===== config.mk =====
export PLATFORM = sky130hd
export DESIGN_NAME = pileup_hit_latch
export DESIGN_NICKNAME = d
export VERILOG_FILES = /design/src/rtl/phl_pkg.sv /design/src/rtl/phl_channel.sv /design/src/rtl/phl_mult.sv /design/src/rtl/phl_readout.sv /design/src/rtl/pileup_hit_latch.sv
export SDC_FILE = /design/constraint.sdc
export NUM_CORES = 1
export LEC_CHECK = 0
export BUFFER_PORTS_ARGS = -buffer_cell sky130_fd_sc_hd__buf_2
export CORE_MARGIN = 10
export CORE_UTILIZATION = 35
export DETAILED_ROUTE_END_ITERATION = 7
export GPL_TIMING_DRIVEN = 1
export PLACE_DENSITY = 0.47
export RECOVER_POWER = 25
export SLEW_MARGIN = 10
export SYNTH_ARGS = -nofsm -noshare
export SYNTH_HDL_FRONTEND = slang
export SYNTH_SLANG_ARGS = --single-unit

===== constraint.sdc =====
create_clock -name clk_i -period 2.63 [get_ports clk_i]
set_input_delay 0.1315 -clock clk_i [delete_from_list [all_inputs] [get_ports clk_i]]
set_output_delay 0.1315 -clock clk_i [all_outputs]
set_load 0.01 [all_outputs]

===== src/rtl/phl_pkg.sv =====
package phl_pkg;
  typedef enum logic {RD_IDLE, RD_SCAN} rd_state_e;
endpackage


===== src/rtl/phl_channel.sv =====
module phl_channel #(
  parameter int WIN   = 200,
  parameter int MERGE = 10
) (
  input  logic clk_i,
  input  logic rst_ni,
  input  logic pulse_i,
  input  logic pu_en_i,
  input  logic clr_i,
  output logic hit_o,
  output logic ready_o
);
  localparam int CW = $clog2(WIN + 1);
  localparam logic [CW-1:0] WIN_C   = CW'(WIN);
  localparam logic [CW-1:0] MERGE_C = CW'(MERGE);

  logic          prev_q;
  logic          hit_q;
  logic [CW-1:0] since_q;  // cycles since last distinct onset, saturating
  logic          onset, merged, distinct, piled;

  assign onset    = pulse_i & ~prev_q;
  assign merged   = onset && (since_q < MERGE_C);
  assign distinct = onset && !merged;
  assign piled    = distinct && pu_en_i && (since_q < WIN_C);

  always_ff @(posedge clk_i or negedge rst_ni) begin
    if (!rst_ni) begin
      prev_q  <= 1'b0;
      since_q <= WIN_C;
      hit_q   <= 1'b0;
    end else begin
      prev_q <= pulse_i;
      if (distinct)             since_q <= CW'(1);
      else if (since_q < WIN_C) since_q <= since_q + 1'b1;
      if (clr_i)         hit_q <= 1'b0;
      else if (piled)    hit_q <= 1'b0;
      else if (distinct) hit_q <= 1'b1;
    end
  end

  assign hit_o   = hit_q;
  assign ready_o = hit_q && (!pu_en_i || since_q == WIN_C);

  AST_SINCE_SAT: assert property (@(posedge clk_i) disable iff (!rst_ni)
    since_q <= WIN_C);
  AST_CLR_WINS: assert property (@(posedge clk_i) disable iff (!rst_ni)
    clr_i |=> !hit_q);
  AST_MERGE_HOLD: assert property (@(posedge clk_i) disable iff (!rst_ni)
    (onset && since_q < MERGE_C && !clr_i) |=> (hit_q == $past(hit_q)));
  AST_PILEUP_KILL: assert property (@(posedge clk_i) disable iff (!rst_ni)
    (onset && pu_en_i && since_q >= MERGE_C && since_q < WIN_C) |=> !hit_q);
  AST_NOPU_LATCH: assert property (@(posedge clk_i) disable iff (!rst_ni)
    (onset && !pu_en_i && since_q >= MERGE_C && !clr_i) |=> hit_q);
endmodule


===== src/rtl/phl_mult.sv =====
module phl_mult #(
  parameter int N_CH = 32
) (
  input  logic                      clk_i,
  input  logic                      rst_ni,
  input  logic [N_CH-1:0]           pulse_i,
  output logic [$clog2(N_CH+1)-1:0] mult_o
);
  localparam int MW = $clog2(N_CH + 1);

  logic [MW-1:0] sum;

  always_comb begin
    sum = '0;
    for (int i = 0; i < N_CH; i++) sum = sum + MW'(pulse_i[i]);
  end

  always_ff @(posedge clk_i or negedge rst_ni) begin
    if (!rst_ni) mult_o <= '0;
    else         mult_o <= sum;
  end

  AST_MULT_COUNT: assert property (@(posedge clk_i) disable iff (!rst_ni)
    rst_ni |=> (mult_o == MW'($countones($past(pulse_i)))));
endmodule


===== src/rtl/phl_readout.sv =====
module phl_readout
  import phl_pkg::*;
#(
  parameter int N_CH = 32
) (
  input  logic                      clk_i,
  input  logic                      rst_ni,
  input  logic                      rd_req_i,
  input  logic [N_CH-1:0]           hit_i,
  input  logic [N_CH-1:0]           ready_i,
  output logic [$clog2(N_CH)-1:0]   addr_o,
  output logic                      valid_o,
  output logic                      done_o
);
  localparam int AW = $clog2(N_CH);
  localparam logic [AW-1:0] LAST = AW'(N_CH - 1);

  rd_state_e     state_q;
  logic [AW-1:0] idx_q;

  always_ff @(posedge clk_i or negedge rst_ni) begin
    if (!rst_ni) begin
      state_q <= RD_IDLE;
      idx_q   <= '0;
      addr_o  <= '0;
      valid_o <= 1'b0;
      done_o  <= 1'b0;
    end else begin
      valid_o <= 1'b0;
      done_o  <= 1'b0;
      case (state_q)
        RD_IDLE: if (rd_req_i) begin
          state_q <= RD_SCAN;
          idx_q   <= '0;
        end
        RD_SCAN: if (!hit_i[idx_q] || ready_i[idx_q]) begin
          // advance past empty channels, stall on open windows
          if (hit_i[idx_q]) begin
            valid_o <= 1'b1;
            addr_o  <= idx_q;
          end
          if (idx_q == LAST) begin
            done_o  <= 1'b1;
            state_q <= RD_IDLE;
          end else begin
            idx_q <= idx_q + 1'b1;
          end
        end
        default: state_q <= RD_IDLE;
      endcase
    end
  end

  AST_DONE_PULSE: assert property (@(posedge clk_i) disable iff (!rst_ni)
    done_o |=> !done_o);
  AST_IDLE_QUIET: assert property (@(posedge clk_i) disable iff (!rst_ni)
    (state_q == RD_IDLE) |=> !valid_o);
endmodule


===== src/rtl/pileup_hit_latch.sv =====
module pileup_hit_latch #(
  parameter int N_CH  = 32,
  parameter int WIN   = 200,
  parameter int MERGE = 10
) (
  input  logic                      clk_i,
  input  logic                      rst_ni,
  input  logic [N_CH-1:0]           pulse_i,
  input  logic                      pu_en_i,
  input  logic                      cready_i,
  input  logic                      rd_req_i,
  output logic [$clog2(N_CH+1)-1:0] mult_o,
  output logic [$clog2(N_CH)-1:0]   addr_o,
  output logic                      addr_valid_o,
  output logic                      rd_done_o
);
  logic [N_CH-1:0] hit_w, ready_w;

  for (genvar g = 0; g < N_CH; g++) begin : g_ch
    phl_channel #(.WIN(WIN), .MERGE(MERGE)) u_ch (
      .clk_i   (clk_i),
      .rst_ni  (rst_ni),
      .pulse_i (pulse_i[g]),
      .pu_en_i (pu_en_i),
      .clr_i   (cready_i),
      .hit_o   (hit_w[g]),
      .ready_o (ready_w[g])
    );
  end

  phl_mult #(.N_CH(N_CH)) u_mult (
    .clk_i   (clk_i),
    .rst_ni  (rst_ni),
    .pulse_i (pulse_i),
    .mult_o  (mult_o)
  );

  phl_readout #(.N_CH(N_CH)) u_rd (
    .clk_i    (clk_i),
    .rst_ni   (rst_ni),
    .rd_req_i (rd_req_i),
    .hit_i    (hit_w),
    .ready_i  (ready_w),
    .addr_o   (addr_o),
    .valid_o  (addr_valid_o),
    .done_o   (rd_done_o)
  );

  AST_MULT_RANGE: assert property (@(posedge clk_i) disable iff (!rst_ni)
    mult_o <= ($clog2(N_CH+1))'(N_CH));
endmodule


== After elaboration in Yosys (flattened, before gate mapping) ==
Cells that the tools add are included.

* Input bits: 37
* Register bits after elaboration: 339
* Output and inout bits: 13
* Word-level logic and storage cells: 803

* Bitwise operators: 65
* Muxes and demuxes: 178
* Eq/ne operators: 36
* Add/sub/neg operators: 64
* Reduce and logical (&&, ||, !) cells: 293
* $lt $le $gt $ge: 65

{| class="wikitable"
|+ Operators by type and width
! kind !! count
|-
| $mux 8 || 64
|-
| $add 8x1->8 const B || 32
|-
| $eq 8x8->1 const B || 32
|-
| $lt 8x4->1 const B || 32
|-
| $lt 8x8->1 const B || 32
|-
| $add 6x1->6 || 30
|-
| $logic_and 1x1->1 || 160
|-
| $mux 1 || 107
|-
| $reduce_bool 3->1 || 32
|-
| $reduce_bool 2->1 || 32
|-
| $logic_not 1->1 || 34
|-
| $logic_or 1x1->1 || 33
|-
| $not 1->1 || 33
|-
| $and 1x1->1 || 32
|-
| $mux 5 || 3
|-
| $bmux 1 s5 || 2
|-
| $pmux 5 s2 || 1
|-
| $lt 5x6->1 const B || 1
|-
| $ne 2x2->1 const B || 3
|-
| $reduce_and 3->1 || 2
|-
| $add 5x1->5 const B || 1
|-
| $eq 5x5->1 const B || 1
|-
| $add 1x1->2 || 1
|-
| $pmux 1 s2 || 1
|}

== Depth between registers and ports, before layout ==
* Depth in word-level cells: 31
* Mapped depth: 17
* Gate-level depth less buffers: 17

== By module ==
Synthesis repeated with hierarchy kept, for this count alone.

* Cell total of the unflattened synthesis: 1,967
* Area total of the unflattened synthesis: 20,133.1 um^2

{| class="wikitable"
|+ By module, submodules not included
! module !! area each (um^2) !! cells each !! times used !! sequential area each (um^2)
|-
| phl_channel || 563.0 || 55 || 32 || 254.0
|-
| phl_readout || 1,207.4 || 128 || 1 || 325.3
|-
| phl_mult || 908.4 || 79 || 1 || 150.1
|}

== Least setup slack after synthesis ==
Ideal clock, no wire load.

* Path type: input port to flip-flop
* From: in pulse_i[0]
* To: reg u_mult.mult_o[4]
* Setup slack: -1.818 ns
* Data required time: 2.550 ns
* Buffers on the path: 0
* Arrival: 4.368 ns
* Stages on the path: 14
* Library setup time: 0.080 ns
* Path through: ha_1 inv_1 fa_1 fa_1 fa_1 fa_1 fa_1 fa_1 fa_1 inv_1 fa_1 a21o_1 a21oi_1 xnor2_1

* Word-level cells in the longest chain between the ends: 31

{| class="wikitable"
|+ RTL lines
! what !! line !! RTL
|-
| start: declaration || pileup_hit_latch.sv:8 || <nowiki>input logic [N_CH-1:0] pulse_i,</nowiki>
|-
| $add 1x1->2 || phl_mult.sv:15 || <nowiki>for (int i = 0; i < N_CH; i++) sum = sum + MW'(pulse_i[i]);</nowiki>
|-
| $add 6x1->6 (30 in a row) || phl_mult.sv:15 ||
|-
| net u_mult.sum[4] || phl_mult.sv:11 || <nowiki>logic [MW-1:0] sum;</nowiki>
|-
| end signal: assignment || phl_mult.sv:20 || <nowiki>else mult_o <= sum;</nowiki>
|-
| end: declaration || phl_mult.sv:7 || <nowiki>output logic [$clog2(N_CH+1)-1:0] mult_o</nowiki>
|}

The timed path passes the listed nets, and every way through them passes these cells.
A chain may end at the register's enable or synchronous reset.

== Worst setup path after layout ==
* From: in pulse_i[18]
* To: reg u_mult.mult_o[4]

* Word-level cells in the longest chain between the ends: 14

{| class="wikitable"
|+ RTL lines
! what !! line
|-
| $add 6x1->6 (14 in a row) || phl_mult.sv:15
|-
| net u_mult.sum[4] || phl_mult.sv:11
|}

The timed path passes the listed nets, and every way through them passes these cells.

==> results.tsv <==
stage	metric	value	unit
run_status	status	finished with violations	
run_status	violations	max-capacitance violations, max-slew violations, negative setup slack	
global_routing	grt.overflow.total	0	
job	cap_violations	1	
power	internal_power	17.1	mW
floorplan	die_w	246	um
synth	syn-cell-area	17800	um^2
route	vias	14000	
worst_setup_path	crit_top_cell	fa_1	
sta	final_max_slew_viol_count	35	
power	p_comb_frac	0.414	
cts	cts_max_level	2	
cts	tritoncts	done	
cts	cts.clk_slew.worst_paths	0.06	ns
global_routing	antenna_found_initial	0	
synth	synth_top_area_frac	0.341	
synth	synth_top_area_cell	dfrtp_1	
layout	diodes	0	
worst_setup_path	critPathSlowestCell	fa_1	
route	met1_length	22800	um
floorplan	die-area	60300	um^2
worst_setup_path	critical_path_peak_fanout	3	
route	drc_errors	0	
global_routing	grt_max_degree	94	
floorplan	io_pins	50	
worst_setup_path	cp.required	3.11	ns
sta	max_freq	0.247	GHz
worst_setup_path	cpPeakStageDelay	0.60	ns
route	ant_nets	0	
route	dr.pass1.iters	4	
sta	whs	0.0841	ns
worst_setup_path	end_kind	flop	
cts	cts.sinks	339	
sta	slew-limit-headroom	-0.691	
synth	syn_nets	1911	
route	drt_wl_total	45800	um
worst_setup_path	worstSetupPathType	in2reg	
sta	setup_viol	7	
route	wl_met2	20700	um
layout	final_area	22800	um^2
layout	syn2layout_area_growth	28.2	%
floorplan	row_count	82	
placement	place_hpwl	31500	um
synth	postSynthCellCount	1776	
power	seqPwrFrac	0.349	
route	routed.top_layer	met4	
sta	finalClockSkew	0.0208	ns
power	ir_worst_vdd	679	uV
global_routing	grt_usage	0.154	
worst_hold_path	hold_class	in2reg	
route	first_iter_violations	722	
synth	synth-seq-area-share	0.483	
synth	yosysMostFrequentCell	nor2_1	
layout	drive_above_1_share	0.229	
sta	hold_viol_final	0	
synth	synth_area_leaders	dfrtp_1 34%, dfstp_2 14%, xor2_1 7.3%	
worst_setup_path	worst-r2r-cell-count	12	
floorplan	core_area	50300	um^2
power	total_leakage_power	10.4	nW
global_routing	grt_pass1_wl	75500	um
synth	ys_ff_latch	339	
placement	dpl_cell_area	20600	um^2
global_routing	first_global_vias	13900	
power	p_sw	9.85	mW
cts	cts_buffer_depth	3	
route	via_per_inst	4.96	
power	clkPwrFrac	0.237	
sta	tightest_slew	2.54	ns
synth	synth_warnings	0	
power	power.share.switching	0.365	
synth	synthArstFlopShare	1.00	
floorplan	initial_core_util	0.354	
placement	io_buffers	49	
layout	fin_util	0.454	
floorplan	die_y	246	um
layout	num-nets-final	2239	
cts	cts-buffers-inserted	42	
route	wl_per_cell	16.3	um
cts	clk-insertion-delay-late	0.57	ns
worst_setup_path	cp-start-kind	input port	
synth	syn_avg_cell_area	10.0	um^2
placement	gp_congestion	0.839	
sta	post-route-period-util	1.54	
worst_setup_path	path_cells	buf_2 -> fa_1 -> inv_1 -> fa_1 -> fa_1 -> fa_1 -> fa_2 -> fa_1 -> fa_2 -> inv_2 -> fa_2 -> a21o_1 -> a21oi_2 -> xnor2_1	
route	wl_met3	1420	um
sta	setup_tns	-7.73	ns
worst_setup_path	cp.arrival	4.52	ns
cts	cts_root_buf	clkbuf_16	
worst_hold_path	holdPathStages	5	
synth	synth_edf_count	0	
synth	synth_top_cells_by_count	296 x nor2_1, 243 x dfrtp_1, 149 x xor2_1	
synth	ys.flop_type	dfrtp_1	
sta	rsz0062_at_grt	yes	
sta	fin_crit	4.05	ns
sta	worst_slack	-1.42	ns
power	power_per_cell_area	1180	nW/um^2
synth	yosys.cell_types.count	53	
## stage by stage
stage               cells  power, mW  worst slack, ns
floorplan            1776       15.9            -1.63
global route         2810       29.2            -1.52
detailed placement   2692       20.1            -2.06
global placement     2692       19.8            -2.00
CTS                  2810       27.3            -1.39
finish               2810       27.0            -1.42
## power by group through the flow
stage	clock network, mW	registers, mW	logic [mW]
global placement	0	9.40	10.4
global route	6.84	9.72	12.7
CTS	6.62	9.40	11.3
floorplan	0	9.37	6.50
detailed placement	0	9.41	10.6
finish	6.40	9.41	11.2
## repair_timing
action | 4_1_cts | 5_1_grt
hold buffers | 34 | 0
pin swaps | 22 | 9
gates cloned | 1 | 0
endpoints found under the hold margin | 295 | 0
gates resized for setup | 53 | 15
endpoints found under the setup margin | 17 | 17
buffers inserted | 6 | 2
## worst max-delay path: cells and delay by family
family                   cells  cell delay, ns
AO/OA/AOI/OAI                2            0.34
XOR/XNOR                     1            0.13
buffers and inverters        3            0.24
adder cells (fa/ha/maj)      8            3.67
## layer usage
metal  vias up  track usage
li1       6920            -
met2       147        0.238
met1      6832        0.220
met3        52       0.0237
met4         0       0.0430
met5         -            0
## final timing paths
kind                                startpoint                        to  slack (ns)
worst max register to register   u_rd.idx_q[1]             u_rd.idx_q[4]       -0.01
min in group asynchronous               rst_ni        g_ch[9].u_ch.hit_o        0.91
worst min register to register  u_rd.addr_o[2]            u_rd.addr_o[2]        0.51
worst min-delay path               pulse_i[18]       g_ch[18].u_ch.hit_o        0.08
worst max-delay path               pulse_i[18]          u_mult.mult_o[4]       -1.42
max in group asynchronous               rst_ni  g_ch[25].u_ch.since_q[7]        0.25
## cell usage in the layout, fill, tap and decap left out, drive strengths merged, types with 74 or more instances in the layout
cell / instances
nor2: 296
buf: 264
dfrtp: 243
xor2: 149
inv: 117
nand2: 114
dfstp: 96
a21oi: 87
clkbuf: 84
ha: 74
## logic make-up after synthesis
| group | after synthesis | synth area share |
|---|---|---|
| adder cells (fa/ha/maj) | 98 | 0.0789 |
| XOR/XNOR | 189 | 0.0929 |
| AO/OA/AOI/OAI | 276 | 0.106 |
| AND/OR/NAND/NOR | 703 | 0.192 |
| buffers and inverters | 155 | 0.0336 |
| multiplexers | 16 | 0.0142 |
| flip-flops | 339 | 0.483 |
## final cells by class
class | count | area (um^2)
Sequential cell | 339 | 8600
Timing Repair Buffer | 322 | 2530
Inverter | 117 | 439
Multi-Input combinational cell | 1282 | 8890
Clock inverter | 18 | 299
Tap cell | 672 | 841
Fill cell | 4847 | 27400
Clock buffer | 60 | 1240
## registers in the layout (all words and copies together) (netlist names)
signal and flops:
g_ch.u_ch.since_q 256, u_rd.valid_o 1, u_rd.addr_o 5, u_rd.state_q 1, u_rd.idx_q 5, u_rd.done_o 1, g_ch.u_ch.hit_o 32, g_ch.u_ch.prev_q 32
u_mult.mult_o 6
Note: power is estimated with default switching activity, not from simulation.
